File: config.mk
export PLATFORM = sky130hd
export DESIGN_NAME = dp_link_trainer
export DESIGN_NICKNAME = d
export VERILOG_FILES = /design/src/rtl/dplt_pkg.sv /design/src/rtl/dplt_datapath.sv /design/src/rtl/dplt_control.sv /design/src/rtl/dp_link_trainer.sv
export SDC_FILE = /design/constraint.sdc
export NUM_CORES = 1
export LEC_CHECK = 0
export CAP_MARGIN = 20
export CORE_MARGIN = 2
export CORE_UTILIZATION = 55
export CTS_CLUSTER_SIZE = 20
export DETAILED_ROUTE_END_ITERATION = 10
export PLACE_DENSITY_LB_ADDON = 0.25
export SYNTH_ARGS = -nofsm -noshare
export SYNTH_HDL_FRONTEND = slang
export SYNTH_HIERARCHICAL = 1
export SYNTH_SLANG_ARGS = --single-unit
File: constraint.sdc
create_clock -name clk -period 5.8 [get_ports clk]
set_input_delay 0.87 -clock clk [delete_from_list [all_inputs] [get_ports clk]]
set_output_delay 0.87 -clock clk [all_outputs]
set_load 0.1 [all_outputs]
File: src/rtl/dplt_pkg.sv
package dplt_pkg;
  localparam logic [1:0] K_SINK_WR   = 2'd0;
  localparam logic [1:0] K_STATUS    = 2'd1;
  localparam logic [1:0] K_SRC_CMD   = 2'd2;
  localparam logic [1:0] K_SRC_DRIVE = 2'd3;

  localparam logic [3:0] SEL_POWER   = 4'd0;
  localparam logic [3:0] SEL_SPREAD  = 4'd1;
  localparam logic [3:0] SEL_LANES   = 4'd2;
  localparam logic [3:0] SEL_RATE    = 4'd3;
  localparam logic [3:0] SEL_PATTERN = 4'd4;
  localparam logic [3:0] SEL_LANESET = 4'd5;

  localparam logic [7:0] SRC_START = 8'd1;
  localparam logic [7:0] SRC_PAT1  = 8'd2;
  localparam logic [7:0] SRC_PAT2  = 8'd3;
  localparam logic [7:0] SRC_PAT3  = 8'd4;
  localparam logic [7:0] SRC_DONE  = 8'd5;

  localparam logic [7:0] PWR_ON      = 8'h01;
  localparam logic [7:0] SPREAD_HALF = 8'h10;

  localparam logic [1:0] W_SETTLE = 2'd0;
  localparam logic [1:0] W_CR     = 2'd1;
  localparam logic [1:0] W_EQ     = 2'd2;

  typedef enum logic [1:0] {PH_CR, PH_EQ, PH_FIN} phase_t;

  typedef struct packed {
    logic       clrDrive;
    logic       applyAdj;
    logic       latchStat;
    logic       loadWait;
    logic [1:0] waitSel;
    logic       savePrev;
    logic       clrPrev;
    logic       laneClr;
    logic       laneInc;
  } lt_strobe_t;
endpackage

File: src/rtl/dplt_datapath.sv
module dplt_datapath
  import dplt_pkg::*;
#(
  parameter int LANES     = 4,
  parameter int DLY_W     = 8,
  parameter int SETTLE_US = 400,
  parameter int WAIT_W    = 12
) (
  input  logic                    clk,
  input  logic                    rstN,
  input  lt_strobe_t              stb,
  input  logic [2:0]              cfgLanes,
  input  logic                    usTick,
  input  logic [DLY_W-1:0]        crWaitUs,
  input  logic [DLY_W-1:0]        eqWaitUs,
  input  logic [LANES-1:0]        stCrOk,
  input  logic [LANES-1:0]        stEqOk,
  input  logic [2*LANES-1:0]      stVolt,
  input  logic [2*LANES-1:0]      stPre,
  output logic [7:0]              trainSet,
  output logic [$clog2(LANES)-1:0] laneIdx,
  output logic                    lastLane,
  output logic                    waitDone,
  output logic                    allCrOk,
  output logic                    allEqOk,
  output logic                    allMax,
  output logic                    sameVolt
);
  localparam int LIDX_W = $clog2(LANES);

  logic [LANES-1:0]     act;
  logic [LANES-1:0]     crOkQ, eqOkQ;
  logic [2*LANES-1:0]   voltQ, preQ;
  logic [1:0]           prevVolt;
  logic                 prevValid;
  logic [WAIT_W-1:0]    waitCnt, waitLen;
  logic [1:0]           vMax, pMax;
  logic [7:0]           adjByte;

  for (genvar i = 0; i < LANES; i++) begin : g_act
    assign act[i] = (cfgLanes > 3'(i));
  end

  always_comb begin
    vMax = 2'd0;
    pMax = 2'd0;
    for (int i = 0; i < LANES; i++) begin
      if (act[i] && voltQ[2*i +: 2] > vMax) vMax = voltQ[2*i +: 2];
      if (act[i] && preQ[2*i +: 2] > pMax)  pMax = preQ[2*i +: 2];
    end
    adjByte = {2'b00, (pMax == 2'd3), pMax, (vMax == 2'd3), vMax};
  end

  always_comb begin
    case (stb.waitSel)
      W_CR:    waitLen = WAIT_W'(crWaitUs);
      W_EQ:    waitLen = WAIT_W'(eqWaitUs);
      default: waitLen = WAIT_W'(SETTLE_US);
    endcase
  end

  always_ff @(posedge clk or negedge rstN) begin
    if (!rstN) begin
      trainSet  <= '0;
      crOkQ     <= '0;
      eqOkQ     <= '0;
      voltQ     <= '0;
      preQ      <= '0;
      prevVolt  <= '0;
      prevValid <= 1'b0;
      waitCnt   <= '0;
      laneIdx   <= '0;
    end else begin
      if (stb.clrDrive)      trainSet <= '0;
      else if (stb.applyAdj) trainSet <= adjByte;
      if (stb.latchStat) begin
        crOkQ <= stCrOk;
        eqOkQ <= stEqOk;
        voltQ <= stVolt;
        preQ  <= stPre;
      end
      if (stb.clrPrev) prevValid <= 1'b0;
      else if (stb.savePrev) begin
        prevVolt  <= trainSet[1:0];
        prevValid <= 1'b1;
      end
      if (stb.loadWait)                    waitCnt <= waitLen;
      else if (usTick && waitCnt != '0)    waitCnt <= waitCnt - 1'b1;
      if (stb.laneClr)      laneIdx <= '0;
      else if (stb.laneInc) laneIdx <= laneIdx + 1'b1;
    end
  end

  assign waitDone = (waitCnt == '0);
  assign lastLane = ((3'(laneIdx) + 3'd1) == cfgLanes);
  assign allCrOk  = &(crOkQ | ~act);
  assign allEqOk  = &(eqOkQ | ~act);
  assign allMax   = trainSet[2];
  assign sameVolt = prevValid && (prevVolt == trainSet[1:0]);

  AST_ADJ_COVERS_LANE0: assert property (@(posedge clk) disable iff (!rstN)
    (stb.applyAdj && !stb.clrDrive) |=> (trainSet[1:0] >= $past(voltQ[1:0])));
  AST_WAIT_STEP: assert property (@(posedge clk) disable iff (!rstN)
    (usTick && !stb.loadWait && waitCnt != '0) |=> (waitCnt == $past(waitCnt) - 1'b1));
  localparam int UNUSED_LIDX = LIDX_W;
endmodule

File: src/rtl/dplt_control.sv
module dplt_control
  import dplt_pkg::*;
#(
  parameter int LANES = 4
) (
  input  logic                     clk,
  input  logic                     rstN,
  input  logic                     start,
  input  logic [2:0]               laneCount,
  input  logic [7:0]               rateCode,
  input  logic                     capTps3,
  input  logic                     capEnhanced,
  input  logic                     capSpread,
  input  logic                     cmdDone,
  input  logic                     cmdErr,
  input  logic [7:0]               trainSet,
  input  logic [$clog2(LANES)-1:0] laneIdx,
  input  logic                     lastLane,
  input  logic                     waitDone,
  input  logic                     allCrOk,
  input  logic                     allEqOk,
  input  logic                     allMax,
  input  logic                     sameVolt,
  output lt_strobe_t               stb,
  output logic [2:0]               cfgLanes,
  output logic                     cmdValid,
  output logic [1:0]               cmdKind,
  output logic [3:0]               cmdAddr,
  output logic [7:0]               cmdData,
  output logic                     busy,
  output logic                     done,
  output logic                     pass
);
  typedef enum logic [4:0] {
    S_IDLE, S_PWR, S_SPREAD, S_LANES, S_RATE, S_SRCSTART, S_PATOFF,
    S_SRCPAT, S_SINKPAT, S_DRV_SRC, S_DRV_LANE, S_SETTLE, S_WAIT,
    S_STAT, S_EVAL, S_FIN_PAT, S_FIN_CPL, S_DONE
  } state_t;

  state_t     state, stateNxt;
  phase_t     phase, phaseNxt;
  logic [2:0] tries, triesNxt;
  logic       passQ, passNxt, firstQ, firstNxt, cfgLoad;
  logic [7:0] rateQ;
  logic       tps3Q, enhQ, spreadQ;

  always_comb begin
    stb      = '0;
    stateNxt = state;
    phaseNxt = phase;
    triesNxt = tries;
    passNxt  = passQ;
    firstNxt = firstQ;
    cfgLoad  = 1'b0;
    case (state)
      S_IDLE: if (start) begin
        cfgLoad  = 1'b1;
        passNxt  = 1'b0;
        stateNxt = S_PWR;
      end
      S_PWR:      if (cmdDone) stateNxt = S_SPREAD;
      S_SPREAD:   if (cmdDone) stateNxt = S_LANES;
      S_LANES:    if (cmdDone) stateNxt = S_RATE;
      S_RATE:     if (cmdDone) stateNxt = S_SRCSTART;
      S_SRCSTART: if (cmdDone) stateNxt = S_PATOFF;
      S_PATOFF:   if (cmdDone) begin
        phaseNxt = PH_CR;
        stateNxt = S_SRCPAT;
      end
      S_SRCPAT:   if (cmdDone) stateNxt = S_SINKPAT;
      S_SINKPAT:  if (cmdDone) begin
        triesNxt = '0;
        if (phase == PH_CR) begin
          stb.clrDrive = 1'b1;
          stb.clrPrev  = 1'b1;
          firstNxt     = 1'b1;
          stateNxt     = S_DRV_SRC;
        end else begin
          stb.loadWait = 1'b1;
          stb.waitSel  = W_EQ;
          stateNxt     = S_WAIT;
        end
      end
      S_DRV_SRC: if (cmdDone) begin
        stb.laneClr = 1'b1;
        stateNxt    = S_DRV_LANE;
      end
      S_DRV_LANE: if (cmdDone) begin
        if (lastLane) begin
          stb.loadWait = 1'b1;
          if (firstQ) begin
            firstNxt    = 1'b0;
            stb.waitSel = W_SETTLE;
            stateNxt    = S_SETTLE;
          end else begin
            stb.waitSel = (phase == PH_EQ) ? W_EQ : W_CR;
            stateNxt    = S_WAIT;
          end
        end else begin
          stb.laneInc = 1'b1;
        end
      end
      S_SETTLE: if (waitDone) begin
        if (phase == PH_FIN) stateNxt = S_FIN_PAT;
        else begin
          stb.loadWait = 1'b1;
          stb.waitSel  = W_CR;
          stateNxt     = S_WAIT;
        end
      end
      S_WAIT: if (waitDone) stateNxt = S_STAT;
      S_STAT: if (cmdDone) begin
        stb.latchStat = 1'b1;
        if (cmdErr) begin
          phaseNxt     = PH_FIN;
          passNxt      = 1'b0;
          stb.loadWait = 1'b1;
          stb.waitSel  = W_SETTLE;
          stateNxt     = S_SETTLE;
        end else begin
          stateNxt = S_EVAL;
        end
      end
      S_EVAL: begin
        if (phase == PH_CR) begin
          if (allCrOk) begin
            phaseNxt = PH_EQ;
            stateNxt = S_SRCPAT;
          end else if (allMax || (sameVolt && tries == 3'd4)) begin
            phaseNxt     = PH_FIN;
            passNxt      = 1'b0;
            stb.loadWait = 1'b1;
            stb.waitSel  = W_SETTLE;
            stateNxt     = S_SETTLE;
          end else begin
            triesNxt     = sameVolt ? tries + 3'd1 : 3'd0;
            stb.savePrev = 1'b1;
            stb.applyAdj = 1'b1;
            stateNxt     = S_DRV_SRC;
          end
        end else begin
          if (allEqOk || tries > 3'd5) begin
            phaseNxt     = PH_FIN;
            passNxt      = allEqOk;
            stb.loadWait = 1'b1;
            stb.waitSel  = W_SETTLE;
            stateNxt     = S_SETTLE;
          end else begin
            triesNxt     = tries + 3'd1;
            stb.applyAdj = 1'b1;
            stateNxt     = S_DRV_SRC;
          end
        end
      end
      S_FIN_PAT: if (cmdDone) stateNxt = S_FIN_CPL;
      S_FIN_CPL: if (cmdDone) stateNxt = S_DONE;
      S_DONE:    stateNxt = S_IDLE;
      default:   stateNxt = S_IDLE;
    endcase
  end

  always_ff @(posedge clk or negedge rstN) begin
    if (!rstN) begin
      state    <= S_IDLE;
      phase    <= PH_CR;
      tries    <= '0;
      passQ    <= 1'b0;
      firstQ   <= 1'b0;
      cfgLanes <= 3'd1;
      rateQ    <= '0;
      tps3Q    <= 1'b0;
      enhQ     <= 1'b0;
      spreadQ  <= 1'b0;
    end else begin
      state  <= stateNxt;
      phase  <= phaseNxt;
      tries  <= triesNxt;
      passQ  <= passNxt;
      firstQ <= firstNxt;
      if (cfgLoad) begin
        cfgLanes <= laneCount;
        rateQ    <= rateCode;
        tps3Q    <= capTps3;
        enhQ     <= capEnhanced;
        spreadQ  <= capSpread;
      end
    end
  end

  always_comb begin
    cmdValid = 1'b1;
    cmdKind  = K_SINK_WR;
    cmdAddr  = '0;
    cmdData  = '0;
    case (state)
      S_PWR:      begin cmdAddr = SEL_POWER;   cmdData = PWR_ON; end
      S_SPREAD:   begin cmdAddr = SEL_SPREAD;  cmdData = spreadQ ? SPREAD_HALF : 8'h00; end
      S_LANES:    begin cmdAddr = SEL_LANES;   cmdData = {enhQ, 4'b0000, cfgLanes}; end
      S_RATE:     begin cmdAddr = SEL_RATE;    cmdData = rateQ; end
      S_SRCSTART: begin cmdKind = K_SRC_CMD;   cmdData = SRC_START; end
      S_PATOFF,
      S_FIN_PAT:  begin cmdAddr = SEL_PATTERN; cmdData = 8'h00; end
      S_SRCPAT: begin
        cmdKind = K_SRC_CMD;
        cmdData = (phase == PH_CR) ? SRC_PAT1 : (tps3Q ? SRC_PAT3 : SRC_PAT2);
      end
      S_SINKPAT: begin
        cmdAddr = SEL_PATTERN;
        cmdData = (phase == PH_CR) ? 8'd1 : (tps3Q ? 8'd3 : 8'd2);
      end
      S_DRV_SRC:  begin cmdKind = K_SRC_DRIVE; cmdData = trainSet; end
      S_DRV_LANE: begin cmdAddr = SEL_LANESET + 4'(laneIdx); cmdData = trainSet; end
      S_STAT:     cmdKind = K_STATUS;
      S_FIN_CPL:  begin cmdKind = K_SRC_CMD;   cmdData = SRC_DONE; end
      default:    cmdValid = 1'b0;
    endcase
  end

  assign busy = (state != S_IDLE);
  assign done = (state == S_DONE);
  assign pass = passQ;

  AST_CMD_HOLD: assert property (@(posedge clk) disable iff (!rstN)
    (cmdValid && !cmdDone) |=> (cmdValid && $stable({cmdKind, cmdAddr, cmdData})));
  AST_DONE_PULSE: assert property (@(posedge clk) disable iff (!rstN)
    done |=> !done);
  AST_DONE_AFTER_CPL: assert property (@(posedge clk) disable iff (!rstN)
    $rose(done) |-> $past(cmdDone));
  AST_ERR_ABORT: assert property (@(posedge clk) disable iff (!rstN)
    (state == S_STAT && cmdDone && cmdErr) |=> (state == S_SETTLE && phase == PH_FIN && !pass));
  AST_IDLE_QUIET: assert property (@(posedge clk) disable iff (!rstN)
    !busy |-> !cmdValid);
endmodule

File: src/rtl/dp_link_trainer.sv
module dp_link_trainer
  import dplt_pkg::*;
#(
  parameter int LANES     = 4,
  parameter int DLY_W     = 8,
  parameter int SETTLE_US = 400,
  parameter int WAIT_W    = 12
) (
  input  logic               clk,
  input  logic               rstN,
  input  logic               start,
  input  logic [2:0]         laneCount,
  input  logic [7:0]         rateCode,
  input  logic               capTps3,
  input  logic               capEnhanced,
  input  logic               capSpread,
  input  logic               usTick,
  input  logic [DLY_W-1:0]   crWaitUs,
  input  logic [DLY_W-1:0]   eqWaitUs,
  output logic               cmdValid,
  output logic [1:0]         cmdKind,
  output logic [3:0]         cmdAddr,
  output logic [7:0]         cmdData,
  input  logic               cmdDone,
  input  logic               cmdErr,
  input  logic [LANES-1:0]   stCrOk,
  input  logic [LANES-1:0]   stEqOk,
  input  logic [2*LANES-1:0] stVolt,
  input  logic [2*LANES-1:0] stPre,
  output logic               busy,
  output logic               done,
  output logic               pass,
  output logic [7:0]         driveSet
);
  localparam int LIDX_W = $clog2(LANES);

  lt_strobe_t        stb;
  logic [2:0]        cfgLanes;
  logic [LIDX_W-1:0] laneIdx;
  logic              lastLane, waitDone, allCrOk, allEqOk, allMax, sameVolt;

  dplt_control #(.LANES(LANES)) u_ctrl (
    .clk(clk), .rstN(rstN), .start(start), .laneCount(laneCount),
    .rateCode(rateCode), .capTps3(capTps3), .capEnhanced(capEnhanced),
    .capSpread(capSpread), .cmdDone(cmdDone), .cmdErr(cmdErr),
    .trainSet(driveSet), .laneIdx(laneIdx), .lastLane(lastLane),
    .waitDone(waitDone), .allCrOk(allCrOk), .allEqOk(allEqOk),
    .allMax(allMax), .sameVolt(sameVolt), .stb(stb), .cfgLanes(cfgLanes),
    .cmdValid(cmdValid), .cmdKind(cmdKind), .cmdAddr(cmdAddr),
    .cmdData(cmdData), .busy(busy), .done(done), .pass(pass)
  );

  dplt_datapath #(
    .LANES(LANES), .DLY_W(DLY_W), .SETTLE_US(SETTLE_US), .WAIT_W(WAIT_W)
  ) u_dp (
    .clk(clk), .rstN(rstN), .stb(stb), .cfgLanes(cfgLanes), .usTick(usTick),
    .crWaitUs(crWaitUs), .eqWaitUs(eqWaitUs), .stCrOk(stCrOk),
    .stEqOk(stEqOk), .stVolt(stVolt), .stPre(stPre), .trainSet(driveSet),
    .laneIdx(laneIdx), .lastLane(lastLane), .waitDone(waitDone),
    .allCrOk(allCrOk), .allEqOk(allEqOk), .allMax(allMax), .sameVolt(sameVolt)
  );
endmodule

# Yosys cells after proc, flatten, opt, wreduce, memory -nomap -nowiden
# Index checks and enable logic that the tools add are counted.
[totals]
word_cells = 244
register_bits = 75
inputBits = 60
out_inout_bits = 26
[op_classes]
n_eq_ne = 51
order_cmp = 13
addsub = 5
mux = 113
n_reduce_logical = 39
bitwise = 4
[ops]
columns = ["cell", "n"]
rows = [
  ["2-to-1 mux 5 bit", 18],
  ["case mux 5 bit (17 select lines)", 1],
  ["case mux 8 bit (8 select lines)", 1],
  ["2-to-1 mux 3 bit", 20],
  ["2-to-1 mux 2 bit", 22],
  ["equality test 5 x 4 -> 1 bit (second input constant)", 8],
  ["2-to-1 mux 1 bit", 33],
  ["2-to-1 mux 8 bit", 4],
  ["inequality test 2 bit (second input constant)", 16],
  ["2-to-1 mux 12 bit", 2],
  ["equality test 5 x 3 -> 1 bit (second input constant)", 4],
  ["case mux 4 bit (5 select lines)", 1],
  ["case mux 9 bit (2 select lines)", 1],
  ["AND reduction 17 bit", 1],
  ["2-to-1 mux 4 bit", 4],
  ["case mux 3 bit (5 select lines)", 1],
  ["OR reduction 13 bit", 1],
  ["> comparator 2 bit", 6],
  ["logical NOT 12 bit", 1],
  ["case mux 2 bit (3 select lines)", 2],
  ["nonzero test 12 bit", 1],
  ["nonzero test 2 bit", 6],
  ["subtractor 12 x 1 -> 12 bit (second input constant)", 1],
  ["logical AND 1 bit", 11],
  ["39 further kinds", 59],
]

# Longest topological paths before layout
# Gate-level depths: netlist of run 1.
[logic_depth]
word_depth = 15
depth_mapped = 21

# By module
# Netlist of run 1, hierarchy kept.
[modules_own_cells]
columns = ["mod", "area_per_inst_um2", "instances", "cells_each"]
rows = [
  ["dplt_datapath", 2792.7, 1, 293],
  ["dplt_control", 2075.7, 1, 245],
]

# Least setup slack after synthesis of run 1
# OpenSTA, ideal clock, no wires.
[synth_timing]
path_kind = "reg-to-output"
from = "register u_ctrl.state[2]"
to = "output port cmdKind[1]"
t_required_ps = 4930
slack_ps = 1657
arrival_time_ps = 3273
n_path_buf = 4
path_stages_with_launch = 8
cell_sequence = "dfrtp_1 -> buf_2 -> buf_2 -> buf_2 -> buf_2 -> nor3_1 -> a21oi_1 -> o21ai_0"
[synth_via]
elab_chain_len = 3
[synth_rtl]
columns = ["item", "line_no", "rtl"]
rows = [
  ["start, declared", "dplt_control.sv:40", "state_t state, stateNxt;"],
  ["start signal, assigned", "dplt_control.sv:175", "state <= stateNxt;"],
  ["equality test 5 x 3 -> 1 bit / equality test 5 bit (equally long branches)", "dplt_control.sv:195", "case (state)"],
  ["OR reduction 3 bit (no source line)", "n/a", ""],
  ["case mux 2 bit (3 select lines) (*)", "dplt_control.sv:195", ""],
  ["end, declared", "dp_link_trainer.sv:21", "output logic [1:0] cmdKind,"],
]
# Every way passes the cells marked *; elsewhere a longest branch is shown, timed or not.

# Worst setup path in the final report of run 1
[layout_timing]
from = "register u_ctrl.state[0]"
to = "output port cmdData[0]"
[layout_via]
elab_chain_len = 3
[layout_rtl]
columns = ["item", "line_no", "rtl"]
rows = [
  ["equality test 5 x 4 -> 1 bit (tied with other cells)", "dplt_control.sv:195", ""],
  ["OR reduction 2 bit (no source line)", "n/a", ""],
  ["case mux 8 bit (8 select lines) (*)", "dplt_control.sv:195", ""],
  ["end, declared", "dp_link_trainer.sv:23", "output logic [7:0] cmdData,"],
]
# Marks and branches as above.

==> results of run 1 <==
==> cells in the mapped netlist (all sizes together) (3+ instances only) <==
cell / number / area (um2)
dfrtp: 72 / 1802
nand2: 50 / 187.7
nor2: 47 / 181.4
o21ai: 38 / 190.2
mux2: 37 / 416.7
inv: 29 / 108.9
nor3: 24 / 152.6
buf: 20 / 113.9
ha: 20 / 250.2
a21oi: 16 / 80.08
o211ai: 15 / 112.6
nand2b: 13 / 81.33
nor2b: 13 / 81.33
clkbuf: 11 / 41.29
nand3: 10 / 50.05
xnor2: 10 / 87.58
a22oi: 9 / 67.56
o22ai: 8 / 50.05
nor4: 7 / 58.81
o21a: 6 / 45.04
mux2i: 5 / 50.05
a31oi: 4 / 25.02
and2: 4 / 25.03
and3: 4 / 25.02
o22a: 4 / 35.03
o32ai: 4 / 35.03
or2: 4 / 27.53
a22o: 3 / 26.28
nand4: 3 / 18.77
nor3b: 3 / 22.52
or3: 3 / 18.77
==> kinds of logic (layout without fill, tap and decap cells) <==
| family | count (synthesis) | after routing | synth area share [%] |
|---|---|---|---|
| compound gates | 137 | 137 | 19.51 |
| fa+ha+maj | 20 | 20 | 5.140 |
| buf+inv | 60 | 131 | 5.423 |
| simple gates | 193 | 193 | 20.56 |
| mux | 42 | 42 | 9.586 |
| other cells | 1 | 2 | 0.07703 |
| flops | 73 | 73 | 37.55 |
| xor+xnor | 12 | 12 | 2.159 |
==> path summary, 6_finish.rpt <==
path / startpoint / endpoint / cells past startpoint / slack, ns
worst min register to register: u_ctrl/rateQ[5]$_DFFE_PN0P_ / u_ctrl/rateQ[5]$_DFFE_PN0P_ / 1 / 0.51
min in group asynchronous: rstN / u_dp/waitCnt[8]$_DFFE_PN0P_ / 1 / 0.64
worst min-delay path: u_ctrl/rateQ[5]$_DFFE_PN0P_ / u_ctrl/rateQ[5]$_DFFE_PN0P_ / 1 / 0.51
worst max register to register: u_ctrl/cfgLanes[2]$_DFFE_PN0P_ / u_dp/trainSet[5]$_DFFE_PN0P_ / 18 / 1.26
max in group asynchronous: rstN / u_ctrl/state[0]$_DFFE_PN0P_ / 1 / 4.56
worst max-delay path: u_ctrl/state[0]$_DFFE_PN0P_ / cmdData[0] / 6 / 1.20
==> final cells by class <==
| cell class | count | area, um2 |
|---|---|---|
| Fill cell | 682 | 2686 |
| Clock buffer | 11 | 141.4 |
| Inverter | 29 | 108.9 |
| Timing Repair Buffer | 86 | 850.8 |
| Clock inverter | 5 | 102.6 |
| Multi-Input combinational cell | 406 | 2783 |
| Tap cell | 108 | 135.1 |
| Sequential cell | 73 | 1828 |
==> critical path, delay by kind of cell (launching register included) <==
kind,cells,cell delay (ns)
buffers and inverters,1,1.14
and+or+nand+nor,2,0.98
DFF,1,0.67
AOI/OAI and AO/OA,3,0.60
==> metrics by stage <==
step	util (%)	instance area, um2	hold WS, ns
after global placement	66.07	5705	0.4734
after detailed placement	66.07	5705	0.4944
after CTS	68.89	5949	0.5102
after global routing	68.89	5949	0.5306
final	68.89	5949	0.5097
after floorplan	-	4872	0.4579
==> power by group <==
| group | switching [uW] | internal (uW) | total [uW] | leakage (uW) |
|---|---|---|---|---|
| Combinational | 1610 | 884 | 2500 | 0.00149 |
| Sequential | 293 | 743 | 1040 | 0.000898 |
| Clock | 193 | 297 | 490 | 0.000120 |
==> routing by layer <==
layer,wire (um),vias up,part of all wire [%]
met3,832,23,6.6
met5,0,-,0
met1,5386,2108,43
met2,6158,161,49
met4,281,0,2.2
li1,-,2083,-
==> registers in the layout, summed over array words and instances (netlist names) <==
name	flops
u_dp/preQ	8
u_dp/eqOkQ	4
u_dp/waitCnt	12
u_ctrl/tries	3
u_ctrl/spreadQ	1
u_ctrl/tps3Q	1
u_ctrl/phase	2
u_dp/laneIdx	2
u_ctrl/enhQ	1
u_ctrl/firstQ	1
u_ctrl/state	5
u_dp/prevValid	1
u_dp/voltQ	8
u_dp/prevVolt	2
u_ctrl/pass	1
u_ctrl/cfgLanes	3
u_dp/crOkQ	4
u_ctrl/rateQ	8
u_dp/trainSet	6
==> flow_summary.toml, run 1 <==
[outcome]
status = "complete, no violations"

[clock_tree]
postCtsSetupRepairBufs = 0
clkLatencyLatePin_ns = 0.36
cts_resized = 0
postCtsHoldBufs = 0
clk_pin_slew_ns = 0.07
cts_tree = "built"
cts_inserted_buffers = 9
h-tree-depth = 3
cts_root_buf = "clkbuf_8"
clk_path_buf_depth = 2
cts_num_sinks = 73

[timing]
finalClockSkew_ns = 0.01244
finalCriticalPeriod_ns = 4.596
setup-violations-final = 0
finalHoldViolCount = 0
fmax_ghz = 0.2176
relSlewSlack_pct = 34.05
worst_pin_slew_ns = 0.9862
finalSetupTns_ns = 0
fin_crit_sh_pct = 79.25
rsz0062_at_grt = "no"
setup_slack_ns = 1.204
drv_slew = 0

[yosys]
yosysSeqAreaShare_pct = 37.55
synth_edf_count = 0
netlist_area_mm2 = 0.004868
syn_avg_cell_area_um2 = 9.049
postSynthCellCount = 538
ys.flop_type = "dfrtp_1"
ys_warn_count = 6
ys_seq_elements = 73
yosysUniqueCellTypes = 76
ys_async_sr_fraction_pct = 100.0

[setup_path]
worst-path-max-fanout = 25
crit_slowest_cell = "clkdlybuf4s50_1"
cp-end-kind = "output port"
worstPathArrival_ns = 3.73
crit_chain = "or2_4 -> nor3_1 -> o21ai_0 -> o311ai_0 -> a221o_1 -> clkdlybuf4s50_1"
startpoint_type = "flip-flop"
cp_slowest_stage_delay_ns = 1.14
crit_type = "reg2out"
critPathRequiredTime_ns = 4.93

[die]
core-area_mm2 = 0.008636
io-pin-count = 86
die_y_um = 98.09
dieWidth_um = 98.09
die-area_mm2 = 0.009621
initial_core_util_pct = 56.37
row_count = 34

[drt]
drc_errors = 0
postRouteAntennaNets = 0
routedWlPerCell_um = 17.63
firstDrtPassIters = 5
wl_um = 12660
vias = 4375
drt_iter0_drc = 366
vias_per_cell = 6.093

[finish]
final_layout_size_suffix_gt1_share_pct = 11.31
final_cell_mix = "clkdlybuf4s50_1, dfrtp_1, nand2_1"
diodes = 0
final_common_cell = "clkdlybuf4s50_1"
layout.cells.non_filler = 718
finalNetCount = 685
area_delta_synth_final_pct = 22.21

[global_route]
met3_usage_pct = 5.082
grtUsageMet2_pct = 44.52
grt_max_degree = 74
antenna_found_initial = 0
grt_use_met1_pct = 35.67
grt_first_pass_wirelength_um = 21150
top_usage_layer = "met2"
gr-total-overflow = 0
grt_pass1_vias = 4348
grt_use_total_pct = 27.03

[place]
place_inst = 702
place_ws_ns = 1.333
place_congestion = 0.9196
port_buffers = 83
dp_hpwl_um = 9195

[pwr]
power-per-cell-area_mw_per_mm2 = 676.1
ir_worst_vdd_mv = 0.3916
p_leak_uw = 0.002505
p_total_uw = 4023

[hold_path]
hold_path_class = "reg2reg"

[run]
drv_cap = 0
Power figures use the tool's default switching activity.
==> inputs of run 2 (changes only) <==
CORE_UTILIZATION = 48   (was 55)
clock period = 3.98 ns   (was 5.8 ns; I/O delays follow)
==> flow_summary.toml, run 2 (synthesized netlist as in run 1, its figures left out) <==
[outcome]
status = "finished with violations"
violations = "setup timing"

[setup_path]
critPathRequiredTime_ns = 4.19
cp-end-kind = "flip-flop"
crit_chain = "or3_4 -> nand2_4 -> inv_1 -> ha_4 -> a2bb2oi_2 -> o211ai_1 -> o21a_1 -> ha_4 -> nor2b_2 -> o211ai_1 -> buf_4 -> or2_4 -> nand2_2 -> ha_4 -> nor2b_4 -> o211ai_1 -> buf_4 -> o21ai_0 -> a31oi_1 -> nor3_1"
crit_slowest_cell = "or3_4"
r2r_slack_ns = -0.03
startpoint_type = "flip-flop"
crit_type = "reg2reg"
worstPathArrival_ns = 4.22
path_buf_inv = 3
timing.rr.start = "u_ctrl/cfgLanes[1]$_DFFE_PN0P_"
worst-path-max-fanout = 6
r2r-end = "u_dp/trainSet[1]$_DFFE_PN0P_"
cp_slowest_stage_delay_ns = 0.48
path_delay_family = "simple AND/OR/NAND/NOR gates"
r2r_cells = 20

[die]
core-area_mm2 = 0.009819
dieWidth_um = 104.7
row_count = 36
die-area_mm2 = 0.01096
die_y_um = 104.7
initial_core_util_pct = 49.58
io-pin-count = 86

[global_route]
grt_use_total_pct = 25.08
gr-total-overflow = 0
grt_pass1_vias = 4514
grt_max_degree = 32
grt_first_pass_wirelength_um = 22250
antenna_found_initial = 0

[drt]
vias = 4574
drt_iter0_drc = 280
wl_um = 13990
routedWlPerCell_um = 18.21
postRouteAntennaNets = 0
vias_per_cell = 5.956
drc_errors = 0
firstDrtPassIters = 5

[clock_tree]
cts_inserted_buffers = 9
h-tree-depth = 3
cts_tree = "built"
cts_num_sinks = 73
clk_pin_slew_ns = 0.08
clkLatencyLatePin_ns = 0.36
cts_root_buf = "clkbuf_8"
clk_path_buf_depth = 2

[hold_path]
hold_path_class = "in2async"

[finish]
area_delta_synth_final_pct = 29.50
final_common_cell = "dfrtp_1"
top_register = "u_dp/waitCnt"
fillers = 841
finalNetCount = 710
final_cell_mix = "dfrtp_1, clkdlybuf4s50_1, buf_4, nand2_1, nor2_1"
final_area_mm2 = 0.006305
post-route-util_pct = 64.21
final_layout_size_suffix_gt1_share_pct = 21.42
diodes = 0
largest_reg_flops = 12

[timing]
hold_ws_ns = 0.1893
setup_slack_ns = -0.03082
finalHoldViolCount = 0
setup-violations-final = 3
finalClockSkew_ns = 0.01121
worst_pin_slew_ns = 0.9715
relSlewSlack_pct = 35.03
drv_slew = 0
fmax_ghz = 0.2493
finalCriticalPeriod_ns = 4.011
rsz0062_at_grt = "yes"
fin_crit_sh_pct = 100.8

[place]
place_area_mm2 = 0.005818
dp_hpwl_um = 9946
port_buffers = 83
place_congestion = 0.9239

[run]
drv_cap = 0
-- run 2: stage by stage --
step | cells | setup slack (ns) | TNS, ns
detailed placement | 740 | -0.1191 | -0.5842
floorplan | 539 | 0.02587 | 0
CTS | 759 | 0.008712 | 0
global placement | 740 | 0.09238 | 0
global route | 768 | -0.1569 | -0.7595
finish | 768 | -0.03082 | -0.05449
-- run 2: final cells by class --
type,instances,area (um2),area share [%]
Sequential cell,73,1828,28.99
Multi-Input combinational cell,406,2990,47.43
Clock buffer,9,123.9,1.965
Timing Repair Buffer,111,993.5,15.76
Inverter,29,108.9,1.727
Clock inverter,7,93.84,1.488
Tap cell,133,166.4,2.639
-- run 2: timing repair --
| action | 4_1_cts | 5_1_grt |
|---|---|---|
| buffers inserted | 3 | 9 |
| gates resized for setup | 3 | 30 |
| endpoints found under the setup margin | 6 | 6 |
| hold endpoints to repair | 0 | 0 |
| hold buffers | 0 | 0 |
| pin swaps | 4 | 27 |
-- run 2: how the worst max path moves through the flow --
stage,slack [ns],to,depth (start not counted),startpoint
finish,-0.03,u_dp/trainSet[1]$_DFFE_PN0P_,20,u_ctrl/cfgLanes[1]$_DFFE_PN0P_
global placement,0.09,u_dp/trainSet[1]$_DFFE_PN0P_,18,u_ctrl/cfgLanes[0]$_DFFE_PN1P_
detailed placement,-0.12,u_dp/trainSet[0]$_DFFE_PN0P_,18,u_ctrl/cfgLanes[0]$_DFFE_PN1P_
floorplan,0.03,u_dp/trainSet[4]$_DFFE_PN0P_,18,u_ctrl/cfgLanes[2]$_DFFE_PN0P_
global route,-0.16,u_dp/trainSet[1]$_DFFE_PN0P_,21,u_ctrl/cfgLanes[1]$_DFFE_PN0P_
CTS,0.009,u_dp/trainSet[4]$_DFFE_PN0P_,17,u_ctrl/cfgLanes[0]$_DFFE_PN1P_
-- run 2: routing by layer --
layer  global-route usage [%]  part of all wire [%]  vias up
met1                    31.65                    41     2225
met4                    8.190                   2.2        0
met5                        0                     0        -
li1                         -                     -     2128
met3                    3.431                   6.0       30
met2                    44.30                    51      191
Power of run 2 is left out: the tool's default activity adds up to more than one toggle a clock period on the data nets, which glitch-free logic cannot reach.
